### config.mk
export PLATFORM = sky130hd
export DESIGN_NAME = ocmp_channel
export DESIGN_NICKNAME = d
export VERILOG_FILES = /design/src/rtl/ocmp_channel.sv
export SDC_FILE = /design/constraint.sdc
export NUM_CORES = 1
export LEC_CHECK = 0
export BUFFER_PORTS_ARGS = -buffer_cell sky130_fd_sc_hd__buf_2
export CORE_UTILIZATION = 39
export DETAILED_ROUTE_END_ITERATION = 16
export GPL_TIMING_DRIVEN = 0
export PLACE_DENSITY = 0.55
export SETUP_SLACK_MARGIN = 0.4
export SYNTH_ARGS = -nofsm -noshare
export SYNTH_HDL_FRONTEND = slang
export SYNTH_SLANG_ARGS = --single-unit
### constraint.sdc
create_clock -name clk -period 3.6 [get_ports clk]
set_clock_uncertainty 0.05 [all_clocks]
set_input_delay 0.36 -clock clk [delete_from_list [all_inputs] [get_ports clk]]
set_output_delay 0.36 -clock clk [all_outputs]
set_load 0.03 [all_outputs]
### src/rtl/ocmp_channel.sv
module ocmp_channel #(
  parameter int unsigned CNT_W     = 16,
  parameter logic [15:0] CNT_RESET = 16'hFFFC,
  parameter int unsigned PRE_W     = 2,
  parameter int unsigned FLAG_BIT  = 5
) (
  input  logic       clk,
  input  logic       rst_n,
  input  logic [2:0] bus_addr,
  input  logic       bus_wr,
  input  logic       bus_rd,
  input  logic [7:0] bus_wdata,
  output logic [7:0] bus_rdata,
  output logic       irq_o
);
  localparam logic [2:0] A_CTRL = 3'd0;
  localparam logic [2:0] A_STAT = 3'd1;
  localparam logic [2:0] A_CNTH = 3'd2;
  localparam logic [2:0] A_CNTL = 3'd3;
  localparam logic [2:0] A_CMPH = 3'd4;
  localparam logic [2:0] A_CMPL = 3'd5;

  logic [PRE_W-1:0] pre_q;
  logic [CNT_W-1:0] cnt_q;
  logic [15:0]      cmp_q;
  logic             flag_q, armed_q, hold_q, ien_q;

  wire             tick    = &pre_q;
  wire [CNT_W-1:0] cnt_nxt = cnt_q + 1'b1;
  wire             wr_ctrl = bus_wr && bus_addr == A_CTRL;
  wire             wr_hi   = bus_wr && bus_addr == A_CMPH;
  wire             wr_lo   = bus_wr && bus_addr == A_CMPL;
  wire             rd_stat = bus_rd && bus_addr == A_STAT;
  wire             hit     = tick && !hold_q && cnt_nxt == cmp_q;

  always_ff @(posedge clk or negedge rst_n) begin
    if (!rst_n) begin
      pre_q   <= '0;
      cnt_q   <= CNT_RESET;
      hold_q  <= 1'b0;
      armed_q <= 1'b0;
      ien_q   <= 1'b0;
    end else begin
      pre_q <= pre_q + 1'b1;
      if (tick) cnt_q <= cnt_nxt;
      if (wr_hi) hold_q <= 1'b1;
      else if (wr_lo) hold_q <= 1'b0;
      if (wr_lo) armed_q <= 1'b0;
      else if (rd_stat && flag_q) armed_q <= 1'b1;
      if (wr_ctrl) ien_q <= bus_wdata[FLAG_BIT];
    end
  end

  always_ff @(posedge clk) begin
    if (wr_hi) cmp_q[15:8] <= bus_wdata;
    if (wr_lo) cmp_q[7:0]  <= bus_wdata;
    if (hit) flag_q <= 1'b1;
    else if (wr_lo && armed_q) flag_q <= 1'b0;
  end

  always_comb begin
    bus_rdata = 8'h00;
    case (bus_addr)
      A_CTRL:  bus_rdata[FLAG_BIT] = ien_q;
      A_STAT:  bus_rdata[FLAG_BIT] = flag_q;
      A_CNTH:  bus_rdata = cnt_q[15:8];
      A_CNTL:  bus_rdata = cnt_q[7:0];
      A_CMPH:  bus_rdata = cmp_q[15:8];
      A_CMPL:  bus_rdata = cmp_q[7:0];
      default: bus_rdata = 8'h00;
    endcase
  end

  assign irq_o = flag_q & ien_q;
endmodule

==> flow_summary_export.csv <==
group,metric,value,unit
run_status,status,"finished clean",
setup_path,cp_max_fo,10,
power_and_ir_drop,p_switching,0.216,mW
placement,port_buffers,23,
grt,grt_max_degree,22,
setup_path,path_class,"input pin to primary output",
setup_path,startpoint_type,"input pin",
job,maxCapViolations,0,
layout,drive_above_1_share,25.7,%
placement,dp_worst_setup_slack,1.22,ns
sta,slew_viol_final,0,
sta,rsz0062_at_grt,"false",
layout,area_delta_synth_final,15.8,%
sta,min_period,2.37,ns
grt,grt_pass1_wl,8200,µm
clock_network,cts_root_buf,"clkbuf_8",
setup_path,worstReg2RegStart,"cnt_q[2]$_DFFE_PN1P_",
setup_path,cp_data_required_time,3.19,ns
detailed_routing,wl_per_cell,15.9,µm
sta,setup_viol,0,
min_path,holdPathStages,1,
sta,period_share,65.9,%
setup_path,slowest_stage,"clkbuf_1",
synthesis,synth_area_per_cell,10.5,µm²
clock_network,postCtsSetupBuffers,0,
synthesis,synth_nets,230,
setup_path,cp-end-kind,"primary output",
clock_network,path_clk_slew,0.08,ns
synthesis,ys_warn_count,0,
grt,busiest_layer,"met2",
setup_path,crit_chain,"buf_2, clkbuf_1, nor2b_1, clkbuf_1, a22oi_1, a21oi_1, buf_2",
detailed_routing,drtAntennaViolNets,0,
synthesis,ys_ff_latch,38,
grt,grt_use_met3,3.65,%
sta,tns,0,ns
setup_path,slowest_delay,0.42,ns
floorplan,ioPinCount,24,
power_and_ir_drop,seqPwrFrac,48.1,%
synthesis,synth.distinct_cells,47,
floorplan,placement_rows,27,
clock_network,htreeDepth,2,
power_and_ir_drop,vdd_ir_drop_max,224,µV
power_and_ir_drop,p_per_area,382,mW/mm²
setup_path,critPathBufInv,4,
setup_path,rrSetupSlack,1.31,ns
setup_path,critPathTopFamily,"buffers and inverters",
setup_path,r2r-end,"flag_q$_SDFFE_PP1P_",
layout,fin_nets,261,
setup_path,cp-startpoint,"bus_addr[2]",
grt,gr-usage-met2,27.9,%
detailed_routing,drtIter0Drc,77,
layout,fillers,538,
clock_network,clock_latency,0.29,ns
synthesis,seq_area_frac_synth,46.6,%
floorplan,start_util,40.7,%
detailed_routing,num_vias,1706,
clock_network,cts_tree,"done",
grt,grt.met1_usage,25.1,%
power_and_ir_drop,combinationalPowerShare,8.8,%
placement,place_congestion,0.841,
setup_path,arrival,1.96,ns
power_and_ir_drop,p_int,0.773,mW
synthesis,syn_area,0.00224,mm²
synthesis,synthCells,213,
setup_path,reg2reg_depth,7,
floorplan,die_w,77.8,µm
grt,grt_usage,18.1,%
power_and_ir_drop,pwr-share-clk,43.1,%
floorplan,core_area,0.00551,mm²
placement,hpwl,3810,µm
grt,antenna_found_initial,0,
power_and_ir_drop,p_sw_share,21.8,%
grt,grt_pass1_vias,1625,
detailed_routing,viasPerCell,5.38,
clock_network,cts_buffer_depth,2,
detailed_routing,drc,0,
floorplan,die_area,0.00605,mm²
min_path,min-delay-start,"bus_wdata[6]",
synthesis,synthArstFlopShare,55.3,%
sta,layout_setup_ws,1.23,ns
sta,relSlewSlack,45.5,%
detailed_routing,drt-pass1-iter-count,4,
clock_network,cts-buffers-inserted,5,
grt,grt-ovfl-total,0,
sta,tightest_slew,0.813,ns
sta,fmax,0.421,GHz
floorplan,die_h,77.8,µm
detailed_routing,wirelength,5040,µm
min_path,min_to,"cmp_q[6]$_DFFE_PP_",
sta,hold_viol,0,
min_path,hold_class,"input pin to flip-flop",
layout,antenna_cells,0,
synthesis,synth_ff_type,"edfxtp_1",
synthesis,synth_edf_count,16,
clock_network,clock-sinks,38,
power_and_ir_drop,p_leak,1.00,nW
-- synthesized netlist by cell type, types with 5 or more instances --
library cell,count,area [µm²]
xnor2_1,23,201
edfxtp_1,16,480
nand2_1,16,60.1
dfstp_2,14,368
nor2_1,10,37.5
nand3_1,9,45.0
xor2_1,9,78.8
clkbuf_1,8,30.0
mux2i_1,8,80.1
o21ai_0,8,40.0
dfrtp_1,7,175
a21oi_1,6,30.0
a22oi_1,6,45.0
and3_1,6,37.5
a221oi_1,5,43.8
inv_1,5,18.8
-- cell type report --
type	count	area, µm²	share of cell area (%)
timing repair buffer	24	125	4.83
inverter	5	18.8	0.724
clock buffer	5	68.8	2.65
buffer	14	62.6	2.41
clock inverter	3	63.8	2.46
tap	72	90.1	3.47
multi-input combinational	156	1120	43.2
sequential	38	1040	40.3
-- worst register-to-register path, cell delays in order, from the launching register on --
cell,delay (ns)
dfstp_2,0.52
clkbuf_2,0.19
nand4_2,0.17
nor4_1,0.57
nor3b_1,0.10
a211oi_1,0.23
o2111ai_1,0.16
o41ai_2,0.21
-- per-stage QoR --
step	util (%)	total power, mW	instances	hold slack (ns)	area [µm²]
finish	47.1	0.989	317	0.206	2590
global route	47.1	1.03	317	0.191	2590
CTS	47.0	0.999	317	0.197	2590
detailed placement	44.4	0.571	308	0.310	2440
global placement	44.4	0.570	308	0.307	2440
floorplan	-	0.536	213	0.0144	2240
-- registers in the layout (all words and copies together) (netlist names) --
signal / count
armed_q: 1
flag_q: 1
hold_q: 1
cmp_q: 16
cnt_q: 16
pre_q: 2
ien_q: 1
-- power groups by stage --
| stage | logic [mW] | clock network (mW) | registers [mW] |
|---|---|---|---|
| global placement | 0.0858 | 0 | 0.484 |
| CTS | 0.0877 | 0.435 | 0.476 |
| finish | 0.0870 | 0.426 | 0.476 |
| global route | 0.0952 | 0.453 | 0.478 |
| floorplan | 0.0547 | 0 | 0.481 |
| detailed placement | 0.0866 | 0 | 0.484 |
-- what timing repair did --
item / 4_1_cts / 5_1_grt
gates resized for setup: 0 / 0
hold endpoints to repair: 5 / 0
hold buffers: 1 / 0
-- kinds of logic after synthesis --
family	after synthesis	share of synthesized area, %
simple gates	68	17.2
compound gates	41	12.7
flops	38	46.6
xor+xnor	32	12.5
buf+inv	19	3.63
mux	13	6.26
fa+ha+maj	2	1.12
-- worst max path at each step --
stage	endpoint	cells after the start	slack, ns
after floorplan	bus_rdata[0]	5	1.50
after global placement	cmp_q[10]$_DFFE_PP_	4	1.21
after detailed placement	cmp_q[10]$_DFFE_PP_	4	1.22
after CTS	bus_rdata[0]	7	1.24
after global routing	bus_rdata[0]	7	1.10
final	bus_rdata[0]	7	1.23
-- layout by cell type, fill, tap and decap left out, drive strengths merged, types with 3 or more instances in the layout --
cell    instances
buf            28
xnor2          23
nand2          16
edfxtp         16
dfstp          14
clkbuf         14
nor2           10
nand3          10
xor2            9
mux2i           8
o21ai           8
dfrtp           7
a21oi           7
a22oi           6
and3            6
a221oi          5
inv             5
mux2            5
nor2b           4
a31oi           4
and2            4
nand4           4
nand2b          3
o22ai           3
a211oi          3
or3             3
-- layer usage --
layer	part of all wire [%]	up-vias	wire (µm)
met5	0	-	0
met4	2.1	0	104
met3	4.4	11	223
met2	46	52	2330
met1	47	811	2390
li1	-	832	-
Note: power is estimated with default switching activity, not from simulation.
